`src/rtl/cfs_pkg.sv`:
```
// Shared types of the flash-invalidate sequencer.
// Assumes: status bit order {valid, ilock, dlock, stale}, MSB first.
package cfs_pkg;
    typedef struct packed {
        logic valid;
        logic ilock;
        logic dlock;
        logic stale;
    } line_stat_t;
endpackage

```
`src/rtl/cfs_walk_ctrl.sv`:
```
// Walk controller: accepts a start request while idle, steps a set index
// from 0 to NUM_SETS-1 (one per clock) and raises a done pulse after the
// last index. Assumes NUM_SETS >= 2. Starts during a walk are ignored.
module cfs_walk_ctrl #(
    parameter int NUM_SETS = 8,
    localparam int SET_W = $clog2(NUM_SETS)
) (
    input  logic             clk,
    input  logic             rst_n,
    input  logic             start_req,
    output logic             busy,
    output logic [SET_W-1:0] walk_idx,
    output logic             walk_last,
    output logic             done
);
    localparam logic [SET_W-1:0] LAST_IDX = SET_W'(NUM_SETS - 1);

    assign walk_last = busy && (walk_idx == LAST_IDX);

    // Purpose: sequence idle -> walk -> done pulse.
    always_ff @(posedge clk) begin
        if (!rst_n) begin
            busy     <= 1'b0;
            walk_idx <= '0;
            done     <= 1'b0;
        end else begin
            done <= 1'b0;
            if (!busy) begin
                if (start_req) begin
                    busy     <= 1'b1;
                    walk_idx <= '0;
                end
            end else if (walk_last) begin
                busy     <= 1'b0;
                walk_idx <= '0;
                done     <= 1'b1;
            end else begin
                walk_idx <= walk_idx + 1'b1;
            end
        end
    end
endmodule

```
`src/rtl/cfs_stat_array.sv`:
```
// Line status storage, one column per way. A clear at clr_idx zeroes the
// cache-mode ways of that set; SRAM ways are not written. Writes from the
// update port are accepted only when no clear is active. Two read ports.
module cfs_stat_array
    import cfs_pkg::*;
#(
    parameter int NUM_SETS = 8,
    parameter int NUM_WAYS = 4,
    localparam int SET_W = $clog2(NUM_SETS),
    localparam int WAY_W = $clog2(NUM_WAYS)
) (
    input  logic                clk,
    input  logic                rst_n,
    input  logic                clr_en,
    input  logic [SET_W-1:0]    clr_idx,
    input  logic [NUM_WAYS-1:0] sram_mask,
    input  logic                wr_en,
    input  logic [SET_W-1:0]    wr_set,
    input  logic [WAY_W-1:0]    wr_way,
    input  line_stat_t          wr_stat,
    input  logic [SET_W-1:0]    ra_set,
    input  logic [WAY_W-1:0]    ra_way,
    output line_stat_t          ra_stat,
    input  logic [SET_W-1:0]    rb_set,
    input  logic [WAY_W-1:0]    rb_way,
    output line_stat_t          rb_stat
);
    line_stat_t ra_col [NUM_WAYS];
    line_stat_t rb_col [NUM_WAYS];

    for (genvar w = 0; w < NUM_WAYS; w++) begin : g_way
        line_stat_t col [NUM_SETS];

        // Purpose: reset, walk clear (cache ways only) or status write.
        always_ff @(posedge clk) begin
            if (!rst_n) begin
                for (int s = 0; s < NUM_SETS; s++) col[s] <= '0;
            end else if (clr_en) begin
                if (!sram_mask[w]) col[clr_idx] <= '0;
            end else if (wr_en && (wr_way == WAY_W'(w))) begin
                col[wr_set] <= wr_stat;
            end
        end

        assign ra_col[w] = col[ra_set];
        assign rb_col[w] = col[rb_set];
    end

    assign ra_stat = ra_col[ra_way];
    assign rb_stat = rb_col[rb_way];
endmodule

```
`src/rtl/cfs_err_track.sv`:
```
// ECC error tracking: holds the first reported address until cleared
// (later reports set overflow), and counts single-bit reports with
// saturation. The counter is zeroed by cnt_rst, which wins over a report.
module cfs_err_track #(
    parameter int ADDR_W = 12,
    parameter int CNT_W  = 3
) (
    input  logic              clk,
    input  logic              rst_n,
    input  logic              ecc_evt,
    input  logic              ecc_single,
    input  logic [ADDR_W-1:0] ecc_addr,
    input  logic              err_clr,
    input  logic              cnt_rst,
    input  logic [CNT_W-1:0]  thresh,
    output logic [ADDR_W-1:0] err_addr,
    output logic              err_vld,
    output logic              err_ovf,
    output logic [CNT_W-1:0]  sbe_cnt,
    output logic              sbe_over
);
    localparam logic [CNT_W-1:0] CNT_MAX = '1;

    // Purpose: capture first error address, flag overflow, clear on request.
    always_ff @(posedge clk) begin
        if (!rst_n) begin
            err_addr <= '0;
            err_vld  <= 1'b0;
            err_ovf  <= 1'b0;
        end else if (err_clr) begin
            err_vld <= 1'b0;
            err_ovf <= 1'b0;
        end else if (ecc_evt) begin
            if (!err_vld) begin
                err_addr <= ecc_addr;
                err_vld  <= 1'b1;
            end else begin
                err_ovf <= 1'b1;
            end
        end
    end

    // Purpose: saturating single-bit error counter, zeroed at walk end.
    always_ff @(posedge clk) begin
        if (!rst_n || cnt_rst) begin
            sbe_cnt <= '0;
        end else if (ecc_evt && ecc_single && (sbe_cnt != CNT_MAX)) begin
            sbe_cnt <= sbe_cnt + 1'b1;
        end
    end

    assign sbe_over = (sbe_cnt > thresh);
endmodule

```
`src/rtl/cache_flush_seq.sv`:
```
// Top of the flash-invalidate sequencer. Starts a status walk on a write
// of 1 to the invalidate bit, retries bus traffic and blocks status writes
// while walking, resolves lookups (parity errors force a miss) and tracks
// ECC errors. Assumes NUM_SETS and NUM_WAYS are powers of two >= 2.
module cache_flush_seq
    import cfs_pkg::*;
#(
    parameter int NUM_SETS = 8,
    parameter int NUM_WAYS = 4,
    parameter int ADDR_W   = 12,
    parameter int CNT_W    = 3,
    localparam int SET_W = $clog2(NUM_SETS),
    localparam int WAY_W = $clog2(NUM_WAYS)
) (
    input  logic                clk,
    input  logic                rst_n,
    input  logic                ctl_wr,
    input  logic                ctl_inv,
    output logic                inv_busy,
    output logic                inv_done,
    input  logic [NUM_WAYS-1:0] sram_way_mask,
    input  logic                bus_req,
    output logic                bus_retry,
    output logic                bus_ack,
    input  logic                upd_en,
    input  logic [SET_W-1:0]    upd_set,
    input  logic [WAY_W-1:0]    upd_way,
    input  logic [3:0]          upd_stat,
    input  logic [SET_W-1:0]    rd_set,
    input  logic [WAY_W-1:0]    rd_way,
    output logic [3:0]          rd_stat,
    input  logic                lk_req,
    input  logic [SET_W-1:0]    lk_set,
    input  logic [WAY_W-1:0]    lk_way,
    input  logic                lk_tag_match,
    input  logic                lk_tag_perr,
    output logic                lk_hit,
    output logic                lk_perr,
    input  logic                ecc_evt,
    input  logic                ecc_single,
    input  logic [ADDR_W-1:0]   ecc_addr,
    input  logic                err_clr,
    input  logic [CNT_W-1:0]    sbe_thresh,
    output logic [ADDR_W-1:0]   err_addr,
    output logic                err_addr_vld,
    output logic                err_ovf,
    output logic [CNT_W-1:0]    sbe_count,
    output logic                sbe_over
);
    logic             walk_last;
    logic [SET_W-1:0] walk_idx;
    line_stat_t       rd_line;
    line_stat_t       lk_line;

    cfs_walk_ctrl #(.NUM_SETS(NUM_SETS)) u_walk (
        .clk       (clk),
        .rst_n     (rst_n),
        .start_req (ctl_wr && ctl_inv),
        .busy      (inv_busy),
        .walk_idx  (walk_idx),
        .walk_last (walk_last),
        .done      (inv_done)
    );

    cfs_stat_array #(.NUM_SETS(NUM_SETS), .NUM_WAYS(NUM_WAYS)) u_array (
        .clk       (clk),
        .rst_n     (rst_n),
        .clr_en    (inv_busy),
        .clr_idx   (walk_idx),
        .sram_mask (sram_way_mask),
        .wr_en     (upd_en && !inv_busy),
        .wr_set    (upd_set),
        .wr_way    (upd_way),
        .wr_stat   (line_stat_t'(upd_stat)),
        .ra_set    (rd_set),
        .ra_way    (rd_way),
        .ra_stat   (rd_line),
        .rb_set    (lk_set),
        .rb_way    (lk_way),
        .rb_stat   (lk_line)
    );

    cfs_err_track #(.ADDR_W(ADDR_W), .CNT_W(CNT_W)) u_err (
        .clk        (clk),
        .rst_n      (rst_n),
        .ecc_evt    (ecc_evt),
        .ecc_single (ecc_single),
        .ecc_addr   (ecc_addr),
        .err_clr    (err_clr),
        .cnt_rst    (walk_last),
        .thresh     (sbe_thresh),
        .err_addr   (err_addr),
        .err_vld    (err_addr_vld),
        .err_ovf    (err_ovf),
        .sbe_cnt    (sbe_count),
        .sbe_over   (sbe_over)
    );

    // Purpose: bus responses and lookup resolution.
    always_comb begin
        bus_retry = bus_req && inv_busy;
        bus_ack   = bus_req && !inv_busy;
        lk_perr   = lk_req && lk_tag_perr;
        lk_hit    = lk_req && !inv_busy && lk_tag_match && !lk_tag_perr
                    && lk_line.valid;
        rd_stat   = rd_line;
    end
endmodule

```
`config.mk`:
```
export PLATFORM = sky130hd
export DESIGN_NAME = cache_flush_seq
export DESIGN_NICKNAME = d
export VERILOG_FILES = /design/src/rtl/cfs_pkg.sv /design/src/rtl/cfs_walk_ctrl.sv /design/src/rtl/cfs_stat_array.sv /design/src/rtl/cfs_err_track.sv /design/src/rtl/cache_flush_seq.sv
export SDC_FILE = /design/constraint.sdc
export NUM_CORES = 1
export LEC_CHECK = 0
export ABC_AREA = 1
export ABC_CLOCK_PERIOD_IN_PS = 1800
export BUFFER_PORTS_ARGS = -buffer_cell sky130_fd_sc_hd__buf_2
export CORE_MARGIN = 1.5
export CORE_UTILIZATION = 52
export CTS_CLUSTER_DIAMETER = 30
export CTS_CLUSTER_SIZE = 24
export DETAILED_ROUTE_END_ITERATION = 8
export PLACE_DENSITY = 0.75
export SLEW_MARGIN = 20
export SYNTH_ARGS = -nofsm -noshare
export SYNTH_HDL_FRONTEND = slang
export SYNTH_SLANG_ARGS = --single-unit
```
`constraint.sdc`:
```
create_clock -name clk -period 1.8 [get_ports clk]
set_input_delay 0.27 -clock clk [delete_from_list [all_inputs] [get_ports clk]]
set_output_delay 0.27 -clock clk [all_outputs]
set_load 0.05 [all_outputs]
```
==> results.cfg, run 1 <==
[critical_path]
crit_type = flip-flop to output port
crit_path_end_kind = output port
cp_max_fo = 2
start_kind = flip-flop
crit_arrival_ns = 1.69
required_ns = 1.53

[clocking]
cts_max_level = 4
cts_buffer_depth = 2
cts_hold_buf = 0
cts_buffers = 17
clock_latency_ns = 0.42
clkTransAtPathRegs_ns = 0.06
cts_tree = built
cts_sinks = 150
clock-root-buffer = clkbuf_16

[synthesis]
synth_cells = 923
yosysWarnings = 0
syn-num-nets = 980
seq_area_frac_synth = 0.5691
synth_top_area_frac = 0.5106
syn_area_um2 = 7528
synthTopCellsByArea = edfxtp_1 (51%), nand2_1 (16%), nor2_1 (9.7%)
syn_area_per_cell_um2 = 8.157
yosysTopAreaCell = edfxtp_1
post_synth_num_cell_types = 25
synth-seq-cells = 150

[floorplan]
rows = 43
io_pins = 78
die_h_um = 123.3
core_area_um2 = 13990
start_util = 0.5382
die_area_um2 = 15210
fp.dieW_um = 123.3

[timing]
period_needed_ns = 1.965
period_share = 1.092
relSlewSlack = 0.5822
clock-skew-final_ns = 0.006064
max_slew.worst_pin.slew_ns = 0.6266
setup_viol = 35
maxSlewViolCount = 0
fmax_ghz = 0.5089
worst_slack_ns = -0.1649
rsz0062_at_grt = yes
hold_violations = 0

[run]
max_cap_violations = 0

[global_routing]
grt_max_degree = 50
grt_util_all_layers = 0.2764
grt_pass1_vias = 6403
overflow = 0
antenna_found_initial = 0
grt_pass1_wl_um = 31280

[outcome]
violations = negative setup slack
outcome = finished with violations

[power_and_ir_drop]
power_mw = 8.559
p_per_area_nw_per_um2 = 843.3
ir_worst_vdd_v = 0.0006151
p_leak_nw = 4.186

[route]
detail_route.first_pass.iterations = 5
postRouteAntennaNets = 0
via_per_inst = 5.528
drtIter0Drc = 658
wl_per_cell_um = 16.62
via_count = 6971
drc = 0
drt_wl_total_um = 20960

[placement]
gp_congestion = 0.8377
io_buffers = 77
place_hpwl_um = 14150
dp_worst_setup_slack_ns = -0.09373
dpl.cell_count = 1216

[finish]
utilization = 0.7256
nets = 1125
fillers = 1006
antenna_cells = 0
final_cells = 1261
layout-drive-gt1-share = 0.3284
area_growth_pct = 34.82

[worst_hold_path]
hold_class = primary input to flip-flop
logic make-up after synthesis:
kind of cell | Yosys count | synth area share
AOI/OAI and AO/OA | 48 | 0.03390
buffers and inverters | 77 | 0.04055
and+or+nand+nor | 641 | 0.3449
DFF | 150 | 0.5691
adders and majority gates | 7 | 0.01163
final cells by class:
cell class	instances	area (um^2)	area share
Tap cell	180	225.2	0.02219
Multi-Input combinational cell	696	3681	0.3627
Clock inverter	10	107.6	0.01060
Timing Repair Buffer	164	1236	0.1218
Sequential cell	150	4294	0.4231
Clock buffer	22	454.2	0.04475
Inverter	39	151.4	0.01492
path summary, 6_finish.rpt:
check	startpoint	to	slack, ns	depth (start not counted)
max	u_array.g_way[0].col[7][3]	lk_hit	-0.16	8
min	ecc_addr[5]	u_err.err_addr[5]	0.1	3
max reg2reg	u_walk.busy	u_array.g_way[0].col[1][0]	-0.05	10
min reg2reg	u_err.err_addr[8]	u_err.err_addr[8]	0.48	2
worst max-delay path, stage by stage, from the launching register on:
cell	delay, ns
edfxtp_1	0.43
a21oi_2	0.15
o21ai_1	0.09
a21oi_2	0.15
buf_4	0.15
nor2_4	0.04
nor2_4	0.09
nor2_4	0.04
buf_6	0.14
placed cells by master, fill, tap and decap left out, drive strengths merged:
cell type,instances
o21ai,29
or2,1
clkinv,5
o21a,3
nor2,194
a21oi,15
nand3,126
bufinv,2
nand2,314
and2,3
a32oi,1
buf,164
dfxtp,22
clkinvlp,3
ha,7
clkbuf,22
nand3b,1
nor3,2
inv,39
edfxtp,128
synth_stat cells (all sizes together):
master,instances
nand2,314
nor2,194
edfxtp,128
nand3,126
inv,39
clkbuf,29
o21ai,29
dfxtp,22
a21oi,15
buf,9
ha,7
and2,3
o21a,3
nor3,2
a32oi,1
nand3b,1
or2,1
where the power goes:
part / switching [mW] / internal, mW / total [mW] / leakage [nW]
Clock: 1.34 / 2.06 / 3.41 / 0.270
Combinational: 0.772 / 0.422 / 1.19 / 2.41
Sequential: 0.0634 / 3.90 / 3.96 / 1.51
stage by stage:
step / hold slack [ns] / cell area [um^2] / setup TNS, ns
floorplan: 0.3994 / 7707 / -5.517
global placement: 0.4588 / 8800 / -1.556
detailed placement: 0.4715 / 8800 / -3.350
CTS: 0.08109 / 9568 / -0.6973
global route: 0.1116 / 10150 / -5.088
finish: 0.09733 / 10150 / -1.406
metal layers:
layer	GRT usage	vias to the layer above	share of wire
met5	0	-	0
met4	0.1185	0	0.025
met3	0.05720	45	0.076
met2	0.4510	329	0.49
met1	0.3593	3268	0.41
li1	-	3329	-
sequential cells by signal, summed over array words and instances (netlist names):
| signal | count |
|---|---|
| u_err.err_vld | 1 |
| u_err.err_addr | 12 |
| u_err.sbe_cnt | 3 |
| u_walk.busy | 1 |
| u_array.g_way.col | 128 |
| u_walk.walk_idx | 3 |
| u_err.err_ovf | 1 |
| u_walk.done | 1 |
timing repair:
| item | 4_1_cts | 5_1_grt |
|---|---|---|
| pin swaps | 18 | 48 |
| resized for setup | 51 | 139 |
| setup buffers | 4 | 9 |
| endpoints found under the setup margin | 46 | 235 |
Power figures use the tool's default switching activity.
==> run 2: changes to the inputs <==
--- a/config.mk
+++ b/config.mk
@@ -14,6 +14,7 @@
 export CTS_CLUSTER_SIZE = 24
 export DETAILED_ROUTE_END_ITERATION = 8
 export PLACE_DENSITY = 0.75
+export SETUP_SLACK_MARGIN = 0.3
 export SLEW_MARGIN = 20
 export SYNTH_ARGS = -nofsm -noshare
 export SYNTH_HDL_FRONTEND = slang
==> results.cfg, run 2 (synthesis gave the netlist of run 1 again) <==
[clocking]
cts_buffer_depth = 2
clkTransAtPathRegs_ns = 0.06
cts_sinks = 150
cts_buffers = 17
clock_latency_ns = 0.43
cts_max_level = 4
clock-root-buffer = clkbuf_16
cts_tree = built

[timing]
period_needed_ns = 2.070
clock-skew-final_ns = 0.008476
relSlewSlack = 0.5305
rsz0062_at_grt = yes
max_slew.worst_pin.slew_ns = 0.7025
period_share = 1.150
timing.hold.ws_ns = 0.08952
setup_tns_ns = -12.61
fmax_ghz = 0.4832
worst_slack_ns = -0.2696
hold_violations = 0
maxSlewViolCount = 0
setup_viol = 149

[global_routing]
grt_pass1_vias = 6751
antenna_found_initial = 0
grt_pass1_wl_um = 33020
overflow = 0
grt_max_degree = 51
grt_util_all_layers = 0.2923

[outcome]
outcome = finished with violations
violations = negative setup slack

[critical_path]
slowest_stage = edfxtp_1
crit_arrival_ns = 1.80
start_kind = flip-flop
crit_buf_inv = 1
required_ns = 1.53
cp_slowest_stage_delay_ns = 0.47
crit_top_cell = nor2_2
crit_path_end_kind = output port
crit_type = flip-flop to output port
cp_max_fo = 2
critPathTopFamily = compound AO/OA/AOI/OAI gates
crit_chain = a21oi_1 > o21ai_1 > a21oi_2 > nor2_2 > nor2_2 > nor2_4 > buf_6

[finish]
largest_reg_flops = 128
layout-drive-gt1-share = 0.4628
area_growth_pct = 52.02
utilization = 0.8182
finalInstanceArea_um2 = 11440
multi_input_area_um2 = 4636
reg_top3 = u_array.g_way.col: 128 flops, u_err.err_addr: 12 flops
nets = 1133
fillers = 797
antenna_cells = 0
layout_common_cells = nand2_1 (215), edfxtp_1 (128), nand3_1 (112), nor2_4 (93), buf_2 (69)
mostFrequentLayoutCell = nand2_1
regArea_um2 = 4294
final_cells = 1269
largest_register = u_array.g_way.col

[floorplan]
core_area_um2 = 13990
die_h_um = 123.3
io_pins = 78
rows = 43
die_area_um2 = 15210
fp.dieW_um = 123.3
start_util = 0.5382

[run]
max_cap_violations = 0

[route]
detail_route.first_pass.iterations = 9
drtIter0Drc = 780
drt_wl_total_um = 24880
postRouteAntennaNets = 0
via_count = 7436
via_per_inst = 5.860
drc = 0
wl_per_cell_um = 19.61

[power_and_ir_drop]
power_mw = 9.074
ir_worst_vdd_v = 0.0006300
p_per_area_nw_per_um2 = 792.8
p_leak_nw = 4.557

[placement]
place_hpwl_um = 14050
dp_worst_setup_slack_ns = -0.06083
gp_congestion = 0.9071
dpl-instance-area_um2 = 8781
io_buffers = 77
dpl.cell_count = 1212

[worst_hold_path]
hold_class = primary input to flip-flop
-- run 2: cell count changes in the layout (fill, tap and decap cells not counted), sizes merged --
cell,before,now
clkinvlp,3,4
buf,164,172
clkbuf,22,17
clkinv,5,4
inv,39,42
bufinv,2,4
-- run 2: worst paths after layout --
path,end,start,slack [ns],cells after the start
min,u_err.err_addr[4],ecc_addr[4],0.09,3
max,lk_hit,u_array.g_way[0].col[7][3],-0.27,7
max reg2reg,u_array.g_way[2].col[4][2],u_walk.busy,-0.19,12
min reg2reg,u_err.err_addr[0],u_err.err_addr[0],0.48,2
-- run 2: worst reg2reg max path: cells and delay by family (launching register included) --
family	cells	cell delay, ns
AOI/OAI and AO/OA	1	0.09
buffers and inverters	5	0.62
DFF	1	0.35
and+or+nand+nor	6	0.75
-- run 2: repair_timing --
action                                  CTS  global route
pin swaps                                52            79
gates resized for setup                 246           253
endpoints found under the setup margin  264           268
setup buffers                            13            12
hold buffers                              0             0
-- run 2: area by class of cell --
type | count | area share
Timing Repair Buffer | 172 | 0.1304
Clock buffer | 17 | 0.03717
Inverter | 39 | 0.01476
Multi-Input combinational cell | 696 | 0.4051
Tap cell | 180 | 0.01968
Sequential cell | 150 | 0.3752
Clock inverter | 15 | 0.01771
-- run 2: power by group --
| part | internal (mW) | leakage (nW) | switching, mW |
|---|---|---|---|
| clock | 2.33 | 0.294 | 1.44 |
| sequential | 3.89 | 1.51 | 0.0681 |
| combinational | 0.460 | 2.76 | 0.881 |
| total | 6.68 | 4.56 | 2.39 |
-- run 2: layer usage --
layer  up-vias  GRT usage  share of wire
met3       107    0.07057          0.082
met1      3537     0.3467           0.38
met2       435     0.4892           0.50
met4         0     0.1624          0.046
li1       3357          -              -
met5         -          0              0
==> run 3: changes to the inputs <==
--- a/config.mk
+++ b/config.mk
@@ -5,7 +5,6 @@
 export SDC_FILE = /design/constraint.sdc
 export NUM_CORES = 1
 export LEC_CHECK = 0
-export ABC_AREA = 1
 export ABC_CLOCK_PERIOD_IN_PS = 1800
 export BUFFER_PORTS_ARGS = -buffer_cell sky130_fd_sc_hd__buf_2
 export CORE_MARGIN = 1.5
==> results.cfg, run 3 <==
[outcome]
outcome = finished with violations
violations = negative setup slack

[finish]
mostFrequentLayoutCell = edfxtp_1
utilization = 0.7717
layout_common_cells = edfxtp_1 (128), nor2_1 (78), buf_2 (69), mux4_2 (47), buf_4 (44)
largest_register = u_array.g_way.col
layout-drive-gt1-share = 0.5408
antenna_cells = 0
reg_top3 = u_array.g_way.col: 128 flops, u_err.err_addr: 12 flops
nets = 780
area_growth_pct = 44.56
largest_reg_flops = 128

[route]
drt_wl_total_um = 24160
via_per_inst = 6.348
wl_per_cell_um = 26.38
postRouteAntennaNets = 0
via_count = 5815
detail_route.first_pass.iterations = 8
drc = 0
drtIter0Drc = 620

[synthesis]
yosysWarnings = 0
synth-seq-cells = 150
synth-edff-count = 128
syn_area_um2 = 7410
synthTopCellsByArea = edfxtp_1 (52%), mux4_2 (14%), nor2_1 (7.0%)
yosysMostFrequentCell = nor2_1
post_synth_num_cell_types = 38
synth_top_area_frac = 0.5187
synth_common_cells = nor2_1 (139), edfxtp_1 (128), mux4_2 (47)
async_flop_share = 0
synth_cells = 585
syn-num-nets = 642
synthFlopType = edfxtp_1
syn_area_per_cell_um2 = 12.67
yosysTopAreaCell = edfxtp_1
seq_area_frac_synth = 0.5782

[global_routing]
overflow = 0
grt_util_all_layers = 0.3209
antenna_found_initial = 0
grt_pass1_vias = 5825
grt_pass1_wl_um = 33900
grt_max_degree = 33

[timing]
relSlewSlack = 0.6569
maxSlewViolCount = 0
fmax_ghz = 0.3904
hold_violations = 0
worst_slack_ns = -0.7617
period_needed_ns = 2.562
setup_viol = 99
max_slew.worst_pin.slew_ns = 0.5137
rsz0062_at_grt = yes
clock-skew-final_ns = 0.005381
period_share = 1.423

[clocking]
cts_buffer_depth = 2
clock_latency_ns = 0.43
clock-root-buffer = clkbuf_16
cts_sinks = 150
cts_buffers = 17
cts_hold_buf = 0
cts_tree = built
cts_max_level = 4
clkTransAtPathRegs_ns = 0.06

[placement]
place_hpwl_um = 16360
gp_congestion = 0.9706
dp_worst_setup_slack_ns = -0.5911
io_buffers = 77

[floorplan]
rows = 43
core_area_um2 = 13880
die_area_um2 = 14970
fp.dieW_um = 122.4
start_util = 0.5338
die_h_um = 122.4
io_pins = 78

[run]
max_cap_violations = 0

[critical_path]
crit_type = flip-flop to output port
required_ns = 1.53
r2r_slack_ns = -0.11
crit_arrival_ns = 2.29
crit_path_end_kind = output port
start_kind = flip-flop
cp_max_fo = 1

[power_and_ir_drop]
power_mw = 9.099
p_leak_nw = 3.791
p_per_area_nw_per_um2 = 849.4
ir_worst_vdd_v = 0.0006028

[worst_hold_path]
hold_class = primary input to flip-flop
## run 3: worst paths after layout
kind                                                  from                          to  cells past startpoint
worst min-delay path                           ecc_addr[6]           u_err.err_addr[6]                      3
worst max register to register                 u_walk.busy  u_array.g_way[1].col[6][1]                      6
worst min register to register               u_err.err_ovf               u_err.err_ovf                      2
worst max-delay path            u_array.g_way[2].col[4][1]                  rd_stat[1]                      4
## run 3: kinds of logic (layout without fill, tap and decap cells)
group           count (synthesis)  in the layout  share of synthesized area
compound gates                 59             59                    0.04931
xor+xnor                        1              1                   0.001182
fa+ha+maj                       7              7                    0.01182
buf+inv                        48            199                    0.02786
flops                         150            150                     0.5782
mux                            77             77                     0.1844
simple gates                  243            243                     0.1472
## run 3: per-layer routing
metal	part of all wire	vias up	GRT usage
li1	-	2454	-
met1	0.34	2815	0.3770
met5	0	-	0
met2	0.51	453	0.5321
met3	0.092	93	0.07993
met4	0.064	0	0.1977
## run 3: repair_timing
item,4_1_cts,5_1_grt
endpoints found under the setup margin,179,236
endpoints found under the hold margin,0,0
gates resized for setup,98,116
pin swaps,38,11
buffers inserted,9,8
cloned,0,4
## run 3: final cells by class
type	count	area (um^2)
sequential	150	4299
multi-input combinational	387	4135
fill	760	3169
timing repair buffer	161	1386
clock buffer	18	429.2
tap	180	225.2
clock inverter	14	206.4
inverter	6	30.03
## run 3: power breakdown
part           internal (mW)  leakage [nW]  switching, mW
combinational          0.544          1.95          0.734
clock                   2.45         0.297           1.41
sequential              3.88          1.55         0.0842
total                   6.87          3.79           2.23
## run 3: worst max-delay path, cell delays in order (launching register included)
cell      delay (ns)
edfxtp_1        0.42
mux4_2          0.50
mux4_2          0.47
mux2_4          0.30
buf_6           0.16
## run 3: stage by stage
step | setup TNS [ns] | area, um^2 | instances | hold slack [ns]
CTS | -3.512 | 10140 | 904 | 0.09606
finish | -8.230 | 10710 | 916 | 0.09858
floorplan | -1.476 | 8149 | 585 | 0.3858
global placement | -3.998 | 8955 | 863 | 0.4495
global route | -15.07 | 10710 | 916 | 0.1105
detailed placement | -4.386 | 8955 | 863 | 0.5035
